## config.mk

```make
export PLATFORM = sky130hd
export DESIGN_NAME = supv_trap_ctrl
export DESIGN_NICKNAME = d
export VERILOG_FILES = /design/src/rtl/supv_trap_pkg.sv /design/src/rtl/supv_trap_ctl.sv /design/src/rtl/supv_trap_dp.sv /design/src/rtl/supv_trap_ctrl.sv
export SDC_FILE = /design/constraint.sdc
export NUM_CORES = 1
export LEC_CHECK = 0
export BUFFER_PORTS_ARGS = -buffer_cell sky130_fd_sc_hd__clkbuf_2
export CAP_MARGIN = 0
export CELL_PAD_IN_SITES_DETAIL_PLACEMENT = 1
export CELL_PAD_IN_SITES_GLOBAL_PLACEMENT = 1
export CORE_MARGIN = 2
export CORE_UTILIZATION = 27
export DETAILED_ROUTE_END_ITERATION = 16
export GPL_ROUTABILITY_DRIVEN = 0
export PLACE_DENSITY_LB_ADDON = 0.1
export REMOVE_ABC_BUFFERS = 1
export SKIP_CTS_REPAIR_TIMING = 1
export SYNTH_ARGS = -nofsm -noshare
export SYNTH_HDL_FRONTEND = slang
export SYNTH_SLANG_ARGS = --single-unit
```

## constraint.sdc

```tcl
create_clock -name clk -period 1.9 [get_ports clk]
set_input_delay 0.38 -clock clk [delete_from_list [all_inputs] [get_ports clk]]
set_output_delay 0.38 -clock clk [all_outputs]
set_load 0.05 [all_outputs]
```

## src/rtl/supv_trap_pkg.sv

```systemverilog
package supv_trap_pkg;
  typedef struct packed {
    logic enter;   // take an entry this cycle
    logic leave;   // take a return this cycle
    logic wrUpc;   // software write to the saved user PC
  } trapStrobes_t;
endpackage

```

## src/rtl/supv_trap_ctl.sv

```systemverilog
module supv_trap_ctl
  import supv_trap_pkg::*;
(
  input  logic         clk,
  input  logic         rstN,
  input  logic         instrDone,
  input  logic         swTrap,
  input  logic         extIrq,
  input  logic         retReq,
  input  logic         setUpcEn,
  output trapStrobes_t strobes,
  output logic         superMode
);
  typedef enum logic [1:0] {SRC_NONE, SRC_SW, SRC_IRQ} entrySrc_t;
  entrySrc_t entrySrc;

  // Software trap has priority; interrupt stays pending by level.
  always_comb begin
    entrySrc = SRC_NONE;
    if (instrDone && !superMode) begin
      if (swTrap)      entrySrc = SRC_SW;
      else if (extIrq) entrySrc = SRC_IRQ;
    end
  end

  always_comb begin
    strobes.enter = (entrySrc != SRC_NONE);
    strobes.leave = instrDone && superMode && retReq;
    strobes.wrUpc = setUpcEn && (entrySrc == SRC_NONE);
  end

  always_ff @(posedge clk) begin
    if (!rstN)              superMode <= 1'b0;
    else if (strobes.enter) superMode <= 1'b1;
    else if (strobes.leave) superMode <= 1'b0;
  end

  assert_stay_super_R6: assert property (@(posedge clk) disable iff (!rstN)
    (superMode && !(instrDone && retReq)) |=> superMode);
  assert_user_ret_R8: assert property (@(posedge clk) disable iff (!rstN)
    (!superMode && !swTrap && !extIrq) |=> !superMode);
  assert_boundary_R4: assert property (@(posedge clk) disable iff (!rstN)
    !instrDone |=> $stable(superMode));
endmodule

```

## src/rtl/supv_trap_dp.sv

```systemverilog
module supv_trap_dp
  import supv_trap_pkg::*;
#(
  parameter int unsigned PC_W = 16,
  parameter logic [PC_W-1:0] VEC_ADDR = PC_W'(2)
) (
  input  logic            clk,
  input  logic            rstN,
  input  trapStrobes_t    strobes,
  input  logic [PC_W-1:0] curPc,
  input  logic [PC_W-1:0] setUpcVal,
  output logic [PC_W-1:0] upc,
  output logic            pcLoad,
  output logic [PC_W-1:0] pcLoadVal
);
  always_comb begin
    pcLoad    = strobes.enter || strobes.leave;
    pcLoadVal = strobes.enter ? VEC_ADDR : upc;
  end

  always_ff @(posedge clk) begin
    if (!rstN)              upc <= '0;
    else if (strobes.enter) upc <= curPc;
    else if (strobes.wrUpc) upc <= setUpcVal;
  end

  assert_save_pc_R2: assert property (@(posedge clk) disable iff (!rstN)
    strobes.enter |=> (upc == $past(curPc)));
  assert_set_upc_R9: assert property (@(posedge clk) disable iff (!rstN)
    strobes.wrUpc |=> (upc == $past(setUpcVal)));
endmodule

```

## src/rtl/supv_trap_ctrl.sv

```systemverilog
module supv_trap_ctrl
  import supv_trap_pkg::*;
#(
  parameter int unsigned PC_W = 16,
  parameter logic [PC_W-1:0] VEC_ADDR = PC_W'(2)
) (
  input  logic            clk,
  input  logic            rstN,
  input  logic            instrDone,
  input  logic            swTrap,
  input  logic            extIrq,
  input  logic            retReq,
  input  logic [PC_W-1:0] curPc,
  input  logic            setUpcEn,
  input  logic [PC_W-1:0] setUpcVal,
  output logic [PC_W-1:0] upcRead,
  output logic            pcLoad,
  output logic [PC_W-1:0] pcLoadVal,
  output logic            superMode
);
  trapStrobes_t strobes;

  supv_trap_ctl u_ctl (
    .clk(clk), .rstN(rstN), .instrDone(instrDone), .swTrap(swTrap),
    .extIrq(extIrq), .retReq(retReq), .setUpcEn(setUpcEn),
    .strobes(strobes), .superMode(superMode)
  );

  supv_trap_dp #(.PC_W(PC_W), .VEC_ADDR(VEC_ADDR)) u_dp (
    .clk(clk), .rstN(rstN), .strobes(strobes), .curPc(curPc),
    .setUpcVal(setUpcVal), .upc(upcRead), .pcLoad(pcLoad),
    .pcLoadVal(pcLoadVal)
  );

  assert_vector_R3: assert property (@(posedge clk) disable iff (!rstN)
    (pcLoad && !superMode) |-> (pcLoadVal == VEC_ADDR));
  assert_ret_val_R7: assert property (@(posedge clk) disable iff (!rstN)
    (pcLoad && superMode) |-> (pcLoadVal == upcRead));
  assert_ret_mode_R7: assert property (@(posedge clk) disable iff (!rstN)
    (pcLoad && superMode) |=> !superMode);
  assert_entry_R2: assert property (@(posedge clk) disable iff (!rstN)
    (pcLoad && !superMode) |=> (superMode && upcRead == $past(curPc)));
  assert_ret_set_R11: assert property (@(posedge clk) disable iff (!rstN)
    (pcLoad && superMode && setUpcEn) |=> (upcRead == $past(setUpcVal)));
endmodule

```

* Yosys cells after proc, flatten, opt, wreduce, memory -nomap -nowiden
Cells that the tools add are included.
** Operators by class
- Multiplexer cells :: 8
- Reductions and logical operators :: 10
** Operators by type and width (number)
- two-way mux 16 bit :: 3
- two-way mux 2 bit :: 3
- nonzero test 2 bit :: 3
- logical AND 1 bit :: 4
- logical NOT 2 bit :: 1
- two-way mux 1 bit :: 2
- logical NOT 1 bit :: 1
- logical OR 1 bit :: 1
** Word-level totals
- Register bits :: 17
- Input bits :: 39
- Output and inout port bits :: 34

* Depth between registers and ports, before layout
Gate-level depths: netlist (run 1).
- Depth in word-level cells :: 7
- Gate-level depth with buffers :: 4
- Mapped depth without buffers :: 3

* Hierarchy
From an unflattened synthesis (run 1), not the netlist that was laid out.
** Unflattened totals
- Cells, all modules :: 98
- Area, all modules :: 1034.7 um2
** By module, submodules not included
- supv_trap_dp :: instances 1, cells each 90, area each 967.2 um2, seq. area each 320.3 um2
- supv_trap_ctl :: instances 1, cells each 8, area each 67.6 um2, seq. area each 20.0 um2

* Worst setup path before layout (run 1)
Ideal clock, no wire load.
- Path kind :: flip-flop to output port
- From :: reg u_ctl.superMode
- To :: out pcLoadVal[0]
- Arrival time :: 1589 ps
- Setup slack :: -69 ps
- Stages on the path, launching flop included :: 5
- Path buffers :: 2
- Cell sequence :: dfxtp_1 buf_6 a211o_4 clkbuf_1 and2_1
** On the way
- Longest elaborated chain between the ends :: 5
** RTL lines
- start, declared :: RTL line supv_trap_ctl.sv:12 : output logic superMode
- start signal, assigned :: RTL line supv_trap_ctl.sv:33 : if (!rstN) superMode <= 1'b0;
- start signal, assigned :: RTL line supv_trap_ctl.sv:34 : else if (strobes.enter) superMode <= 1'b1;
- start signal, assigned :: RTL line supv_trap_ctl.sv:35 : else if (strobes.leave) superMode <= 1'b0;
- logical NOT 1 bit :: RTL line supv_trap_ctl.sv:20 : if (instrDone && !superMode) begin
- logical AND 1 bit :: RTL line supv_trap_ctl.sv:20
- two-way mux 2 bit :: RTL line supv_trap_ctl.sv:20
- nonzero test 2 bit :: RTL line supv_trap_ctl.sv:27 : strobes.enter = (entrySrc != SRC_NONE);
- two-way mux 16 bit :: RTL line supv_trap_dp.sv:18 : pcLoadVal = strobes.enter ? VEC_ADDR : upc;
- end, declared :: RTL line supv_trap_ctrl.sv:18 : output logic [PC_W-1:0] pcLoadVal,
No other way between the ends.

* Worst setup path in the final report (run 1)
- From :: reg u_ctl.superMode
- To :: out pcLoadVal[1]
The elaborated chain is that of the path after synthesis.

==> flow_summary.json, run 1 <==
{
  "vias": 1121,
  "holdPathEnd": "u_ctl.superMode",
  "numCtsBuffers": 3,
  "area_growth_pct": 44.07,
  "final.min_clock_period_ps": 1754,
  "nFillCells": 445,
  "ys_warn_count": 0,
  "outcome": "completed",
  "start_util": 0.2748,
  "timing.setup.tns_ps": 0,
  "htreeDepth": 1,
  "synthCells": 102,
  "reg2reg_from": "u_ctl.superMode",
  "yosys-top-cells-area": "dfxtp_1 34%, mux2i_1 16%, a2111oi_0 13%, a211oi_1 11%, and2_1 9.5%",
  "antenna_found_initial": 0,
  "fmax_ghz": 0.5702,
  "max_slew_margin": 0.6179,
  "ys_seq_area_frac": 0.3434,
  "routed_wl_um": 3435,
  "drive_gt1_frac": 0.4884,
  "antenna_left": 0,
  "crit_chain": "a211o_4 > or2b_1 > buf_2",
  "cp_top_family": "compound AO/OA/AOI/OAI gates",
  "clock_sinks": 17,
  "drtIter0Drc": 49,
  "syn_avg_cell_area_sq_um": 9.715,
  "root_buffer": "clkbuf_8",
  "whs_path_depth": 4,
  "rows": 22,
  "netlist_area_sq_um": 991.0,
  "critPathCaptureType": "output pin",
  "rsz0062_at_grt": "no",
  "grt_pass1_vias": 1095,
  "cp.arrival_ps": 1370,
  "coreArea_sq_um": 3606,
  "finalSetupViolCount": 0,
  "layout.nets": 212,
  "cts_tree": "built",
  "hold_viol": 0,
  "die_h_um": 64.58,
  "hp-start": "retReq",
  "die_x_um": 64.58,
  "slew_violations": 0,
  "clock_skew_ps": 0.8232,
  "yosys.area.top_type_share": 0.3434,
  "crit_slowest_cell": "a211o_4",
  "period_share": 0.9231,
  "die_area_sq_um": 4171,
  "grt_first_pass_wirelength_um": 5264,
  "final_common_cell": "clkbuf_2",
  "required_ps": 1520,
  "hold_class": "input port to flip-flop",
  "worst_slew_pin_slew_ps": 573.1,
  "p_total_w": 0.001166,
  "path_buf_inv": 1,
  "io_pins": 73,
  "critPathMaxFanout": 17,
  "leakage_nw": 0.6994,
  "drt_first_pass_iters": 4,
  "diodes": 0,
  "final_area_sq_um": 1428,
  "drc": 0,
  "synth_largest_area_cell": "dfxtp_1",
  "cellPowerDensity_nw_per_um2": 816.7,
  "ys_ff_latch": 17,
  "post_drt_wl_per_cell_um": 15.61,
  "placed_area_sq_um": 1373,
  "irDropWorstVdd_mv": 0.3556,
  "clk_pin_slew_ps": 60,
  "ys_types": 20,
  "final_cell_mix": "71 x clkbuf_2, 17 x dfxtp_1, 16 x mux2i_1",
  "dp_hpwl_um": 2236,
  "grt_usage": 0.1617,
  "port_buffers": 72,
  "drt-vias-per-instance": 5.095,
  "whs_ps": 434.3,
  "post-route-util": 0.3959,
  "regArea_sq_um": 340.3,
  "grt_overflow": 0,
  "grt_max_degree": 35,
  "start_kind": "flip-flop",
  "r2r_slack_ps": 700,
  "path_class": "flip-flop to output pin",
  "cap_violations": 0,
  "reg2reg_to": "u_dp.upc[15]",
  "multi_input_area_sq_um": 576.8,
  "critPathMaxStageDelay_ps": 350,
  "rr_worst_depth": 3,
  "max-clock-path-buffers": 2,
  "insertion_delay_ps": 250
}
[worst max path at each step]
stage / to / from / cells after the start / slack, ps
floorplan: pcLoadVal[0] / u_ctl.superMode / 2 / -120
global placement: pcLoadVal[1] / extIrq / 5 / 80
detailed placement: pcLoadVal[1] / swTrap / 5 / 60
CTS: pcLoadVal[1] / u_ctl.superMode / 3 / -10
global route: pcLoadVal[1] / u_ctl.superMode / 3 / 70
finish: pcLoadVal[1] / u_ctl.superMode / 3 / 150
[stage by stage]
step	setup slack, ps	instances
after floorplan	-119.7	91
after global placement	78.65	215
after detailed placement	59.29	215
after CTS	-11.20	219
after global routing	65.78	220
final	146.2	220
[power breakdown]
part,switching (W),internal [W]
registers,0.0000220,0.000390
clock network,0.000119,0.000149
logic,0.000352,0.000133
total,0.000493,0.000672
[state kept, by name (all words and copies together) (netlist names)]
register,count
u_ctl.superMode,1
u_dp.upc,16
[cell usage after synthesis]
cell type / n
buf_2: 1
inv_2: 2
dfxtp_1: 17
clkinv_1: 1
clkbuf_1: 5
buf_1: 1
and2_1: 15
buf_6: 3
a211o_4: 1
inv_1: 1
nand2_1: 3
mux2i_1: 16
a21oi_1: 1
a2111oi_1: 1
or2b_1: 1
a211oi_1: 15
buf_4: 1
a2111oi_0: 15
nand3_1: 1
a211oi_2: 1
[kinds of logic after synthesis]
| group | after synthesis | share of synthesized area |
|---|---|---|
| buffers and inverters | 15 | 0.08459 |
| multiplexers | 16 | 0.1616 |
| flip-flops | 17 | 0.3434 |
| AND/OR/NAND/NOR | 20 | 0.1187 |
| AO/OA/AOI/OAI | 34 | 0.2917 |
[area by class of cell]
type / instances / area share
multi-input cells: 71 / 0.4040
repair buffers: 76 / 0.2734
flip-flops and latches: 17 / 0.2384
well taps: 48 / 0.04207
clock buffers: 4 / 0.03155
inverters: 4 / 0.01052
[worst reg2reg max path, delay by kind of cell (launching register included)]
family	cells	cell delay (ps)
buf+inv	1	210
compound gates	2	530
flops	1	340
[layer usage]
| metal | GRT usage | vias to the layer above | share of wire |
|---|---|---|---|
| met5 | 0 | - | 0 |
| met4 | 0.03191 | 0 | 0.0041 |
| li1 | - | 538 | - |
| met2 | 0.2982 | 36 | 0.52 |
| met3 | 0.04861 | 2 | 0.053 |
| met1 | 0.1837 | 545 | 0.42 |
Note: power is estimated with default switching activity, not from simulation.
==> run 2, diff against run 1 <==
--- a/config.mk
+++ b/config.mk
@@ -13,9 +13,10 @@
 export CORE_UTILIZATION = 27
 export DETAILED_ROUTE_END_ITERATION = 16
 export GPL_ROUTABILITY_DRIVEN = 0
-export PLACE_DENSITY_LB_ADDON = 0.1
+export PLACE_DENSITY = 0.88
 export REMOVE_ABC_BUFFERS = 1
 export SKIP_CTS_REPAIR_TIMING = 1
+export SKIP_LAST_GASP = 1
 export SYNTH_ARGS = -nofsm -noshare
 export SYNTH_HDL_FRONTEND = slang
 export SYNTH_SLANG_ARGS = --single-unit
==> run 2 against run 1 <==
  * Non-clock buffer count unchanged
  * Global-route usage fell by 0.57 points
  * Sequential share of layout area decreased by 0.33 points
  * Clock power about the same
  * Combinational power rose by 1%
  * Final area rose by 1.4%
  * Register-to-register slack got worse by 50 ps
  * Via count shrank 3.3%
  * Hold slack gained 1.4 ps
  * Sequential power barely moved
  * Critical path depth grew 2
  * Final cell count shrank 0.45%
  * Largest cell class unchanged
==> flow_summary.json, run 2 (synthesis gave the netlist of run 1 again) <==
{
  "outcome": "completed",
  "grt_usage": 0.1560,
  "hold_class": "input port to flip-flop",
  "coreArea_sq_um": 3606,
  "p_sw_w": 0.0004907,
  "die_h_um": 64.58,
  "max-clock-path-buffers": 2,
  "insertion_delay_ps": 240,
  "path_class": "input port to output pin",
  "drive_gt1_frac": 0.4854,
  "post-route-util": 0.4015,
  "timing.setup.tns_ps": 0,
  "wl_met2_um": 1568,
  "dr.max_layer_used": "met4",
  "dp_hpwl_um": 2276,
  "slew_violations": 0,
  "p_seq_frac": 0.352,
  "cellPowerDensity_nw_per_um2": 809.6,
  "whs_ps": 435.7,
  "leakage_nw": 0.7036,
  "clk_pin_slew_ps": 70,
  "grt_overflow": 0,
  "clock_skew_ps": 0.5419,
  "post_drt_wl_per_cell_um": 14.42,
  "p_int_w": 0.0006813,
  "drc": 0,
  "regMostFlops": "u_dp.upc",
  "rsz0062_at_grt": "no",
  "die_area_sq_um": 4171,
  "grt_pass1_vias": 1130,
  "root_buffer": "clkbuf_8",
  "critPathMaxFanout": 34,
  "fmax_ghz": 0.5471,
  "layout.cells.non_filler": 219,
  "max_slew_margin": 0.6201,
  "final.min_clock_period_ps": 1828,
  "vias": 1084,
  "htreeDepth": 1,
  "grt_first_pass_wirelength_um": 5181,
  "final_cell_mix": "69 x clkbuf_2, 17 x dfxtp_1, 16 x mux2i_1",
  "start_util": 0.2748,
  "io_pins": 73,
  "largest_registers": "u_dp.upc x16, u_ctl.superMode x1",
  "clock_sinks": 17,
  "rows": 22,
  "area_growth_pct": 46.09,
  "required_ps": 1520,
  "wl_met1_um": 1397,
  "period_share": 0.9619,
  "layout.nets": 211,
  "largest_reg_flops": 16,
  "worst_slew_pin_slew_ps": 569.8,
  "r2r_slack_ps": 650,
  "power.share.switching": 0.4187,
  "numCtsBuffers": 3,
  "cap_violations": 0,
  "irDropWorstVdd_mv": 0.2501,
  "drtIter0Drc": 23,
  "crit_chain": "clkbuf_2 > inv_2 > a211o_4 > or2b_1 > buf_2",
  "routed_wl_um": 3157,
  "cp.arrival_ps": 1450,
  "start_kind": "input port",
  "critPathMaxStageDelay_ps": 450,
  "crit_slowest_cell": "a211o_4",
  "dp.cells": 215,
  "drt-vias-per-instance": 4.950,
  "finalSetupViolCount": 0,
  "critPathCaptureType": "output pin",
  "hold_viol": 0,
  "final_common_cell": "clkbuf_2",
  "antenna_found_initial": 0,
  "drt_first_pass_iters": 3,
  "cts_tree": "built",
  "port_buffers": 72,
  "comb_power_share": 0.420,
  "antenna_left": 0,
  "pwr-share-clk": 0.228,
  "die_x_um": 64.58,
  "met3_length_um": 183,
  "grt_max_degree": 35,
  "diodes": 0
}
-- run 2: area by class of cell --
class,instances,area (sq um)
fill,469,2158
multi-input combinational,70,566.8
timing repair buffer,76,420.4
sequential,17,340.3
tap,48,60.06
clock buffer,4,45.04
inverter,4,15.01
-- run 2: worst max-delay path: cells and delay by family --
| family | cells | cell delay [ps] |
|---|---|---|
| buffers and inverters | 3 | 410 |
| AOI/OAI and AO/OA | 1 | 450 |
| and+or+nand+nor | 1 | 200 |
-- run 2: through the flow --
step / cell area, sq um / total power, W / setup WS, ps
3_3_place_gp: 1403 / 0.0009093 / 77.25
6_report: 1448 / 0.001172 / 72.34
5_1_grt: 1448 / 0.001236 / 10.62
3_5_place_dp: 1403 / 0.0009170 / 44.76
4_1_cts: 1448 / 0.001192 / 4.649
2_1_floorplan: 922.1 / 0.0007543 / -119.7
-- run 2: final timing paths --
path	start	cells after the start	endpoint
max	instrDone	5	pcLoadVal[1]
min	retReq	4	u_ctl.superMode
max reg2reg	u_ctl.superMode	3	u_dp.upc[6]
min reg2reg	u_dp.upc[6]	2	u_dp.upc[6]
-- run 2: routing by layer --
| layer | vias to the layer above | track usage |
|---|---|---|
| met3 | 2 | 0.02604 |
| li1 | 534 | - |
| met4 | 0 | 0.02394 |
| met2 | 41 | 0.2852 |
| met5 | - | 0 |
| met1 | 507 | 0.1949 |
-- run 2: power by group through the flow --
| stage | clock network, W | logic, W | registers [W] |
|---|---|---|---|
| 2_1_floorplan | 0 | 0.000216 | 0.000538 |
| 3_3_place_gp | 0 | 0.000490 | 0.000419 |
| 3_5_place_dp | 0 | 0.000496 | 0.000421 |
| 4_1_cts | 0.000282 | 0.000497 | 0.000413 |
| 5_1_grt | 0.000296 | 0.000521 | 0.000418 |
| 6_report | 0.000268 | 0.000492 | 0.000413 |
==> run 3, diff against run 2 <==
--- a/config.mk
+++ b/config.mk
@@ -10,10 +10,10 @@
 export CELL_PAD_IN_SITES_DETAIL_PLACEMENT = 1
 export CELL_PAD_IN_SITES_GLOBAL_PLACEMENT = 1
 export CORE_MARGIN = 2
-export CORE_UTILIZATION = 27
+export CORE_UTILIZATION = 25
 export DETAILED_ROUTE_END_ITERATION = 16
 export GPL_ROUTABILITY_DRIVEN = 0
-export PLACE_DENSITY = 0.88
+export PLACE_DENSITY = 0.83
 export REMOVE_ABC_BUFFERS = 1
 export SKIP_CTS_REPAIR_TIMING = 1
 export SKIP_LAST_GASP = 1
==> run 3 against run 2 <==
  * Final cell count grew 0.46%
  * Clock power about the same
  * Sequential share of layout area up 0.37 points
  * Clock-buffer cell count did not move
  * Hold slack worse by 4.1 ps
  * Die area rose by 7.5%
  * Largest cell class unchanged
  * Largest power group unchanged
==> flow_summary.json, run 3 (synthesis gave the netlist of run 1 again) <==
{
  "whs_ps": 431.6,
  "vias": 1089,
  "hold_viol": 0,
  "dp_hpwl_um": 2309,
  "slew_violations": 0,
  "post_drt_wl_per_cell_um": 14.45,
  "irDropWorstVdd_mv": 0.2500,
  "multi_input_area_sq_um": 566.8,
  "cp.arrival_ps": 1450,
  "coreArea_sq_um": 3744,
  "start_util": 0.2647,
  "diodes": 0,
  "clk_pin_slew_ps": 60,
  "htreeDepth": 1,
  "grt_usage": 0.1435,
  "critPathCaptureType": "output pin",
  "hold_class": "input port to flip-flop",
  "worst_slew_pin_slew_ps": 581.7,
  "rr_worst_depth": 3,
  "numCtsBuffers": 3,
  "crit_chain": "a211o_4 > or2b_1 > buf_2",
  "drive_gt1_frac": 0.4884,
  "top_usage_layer": "met2",
  "period_share": 0.9606,
  "die_x_um": 66.96,
  "finalSetupViolCount": 0,
  "crit_slowest_cell": "a211o_4",
  "final.min_clock_period_ps": 1825,
  "cellPowerDensity_nw_per_um2": 814.2,
  "drtIter0Drc": 46,
  "largest_reg_flops": 16,
  "reg2reg_to": "u_dp.upc[4]",
  "die_area_sq_um": 4484,
  "max-clock-path-buffers": 2,
  "clock_sinks": 17,
  "cap_violations": 0,
  "rsz0062_at_grt": "no",
  "hp-start": "retReq",
  "timing.setup.tns_ps": 0,
  "cts_tree": "built",
  "layout.nets": 212,
  "met2_usage": 0.2775,
  "regMostFlops": "u_dp.upc",
  "whs_path_depth": 4,
  "layout.cells.non_filler": 220,
  "use_met1": 0.1682,
  "max_slew_margin": 0.6122,
  "fmax_ghz": 0.5479,
  "antenna_left": 0,
  "worst_slack_ps": 74.80,
  "area_growth_pct": 43.81,
  "leakage_nw": 0.6999,
  "final_common_cell": "clkbuf_2",
  "die_h_um": 66.96,
  "nFillCells": 475,
  "critPathMaxStageDelay_ps": 430,
  "grt_overflow": 0,
  "holdPathEnd": "u_ctl.superMode",
  "clock_skew_ps": 2.022,
  "start_kind": "flip-flop",
  "required_ps": 1520,
  "grt_pass1_vias": 1099,
  "dp_slack_ps": 96.40,
  "dp.cells": 216,
  "regArea_sq_um": 340.3,
  "use_met3": 0.02365,
  "final_cell_mix": "71 x clkbuf_2, 17 x dfxtp_1, 16 x mux2i_1",
  "drt_first_pass_iters": 4,
  "insertion_delay_ps": 240,
  "path_buf_inv": 1,
  "drc": 0,
  "outcome": "completed",
  "grt_max_degree": 29,
  "r2r_slack_ps": 650,
  "largest_registers": "u_dp.upc x16, u_ctl.superMode x1",
  "p_total_w": 0.001160,
  "io_pins": 73,
  "critPathMaxFanout": 28,
  "reg2reg_from": "u_ctl.superMode",
  "routed_wl_um": 3180,
  "drt-vias-per-instance": 4.950,
  "root_buffer": "clkbuf_8",
  "grt_first_pass_wirelength_um": 4968,
  "port_buffers": 72,
  "antenna_found_initial": 0,
  "cp_top_family": "compound AO/OA/AOI/OAI gates",
  "rows": 22,
  "path_class": "flip-flop to output pin"
}
-- run 3: cell types whose count changed in the layout (fill, tap and decap cells not counted), sizes merged --
cell / previous run / this run
clkbuf: 73 / 75
buf: 7 / 6
-- run 3: worst max path at each step --
stage                         endpoint  depth (start not counted)            start  slack, ps
after floorplan           pcLoadVal[0]                          2  u_ctl.superMode       -120
after global placement    pcLoadVal[1]                          5           extIrq        120
after detailed placement  pcLoadVal[1]                          5           extIrq        100
after CTS                 pcLoadVal[1]                          3  u_ctl.superMode         40
after global routing      pcLoadVal[1]                          3  u_ctl.superMode         10
final                     pcLoadVal[1]                          3  u_ctl.superMode         70
-- run 3: layout make-up --
cell class | instances | share of cell area
multi-input cells | 70 | 0.3977
repair buffers | 77 | 0.2792
flip-flops and latches | 17 | 0.2388
well taps | 48 | 0.04214
clock buffers | 4 | 0.03161
inverters | 4 | 0.01054
-- run 3: stage by stage --
step                area (sq um)  utilization
global placement            1380       0.3687
finish                      1425       0.3807
floorplan                  922.1            -
detailed placement          1380       0.3687
global route                1425       0.3807
CTS                         1425       0.3807
-- run 3: worst register-to-register path, stage by stage (launching register included) --
cell and delay (ps):
dfxtp_1 320, a211o_4 430, buf_4 220, a211oi_1 190
-- run 3: power by group --
part	total, W	leakage (nW)	switching, W	internal (W)
clock network	0.000266	0.0228	0.000118	0.000148
logic	0.000481	0.536	0.000348	0.000134
registers	0.000413	0.141	0.0000225	0.000390
-- run 3: per-layer routing --
layer / vias to the layer above / share of wire
met1: 514 / 0.43
met2: 40 / 0.51
met4: 0 / 0
li1: 535 / -
met3: 0 / 0.060
met5: - / 0
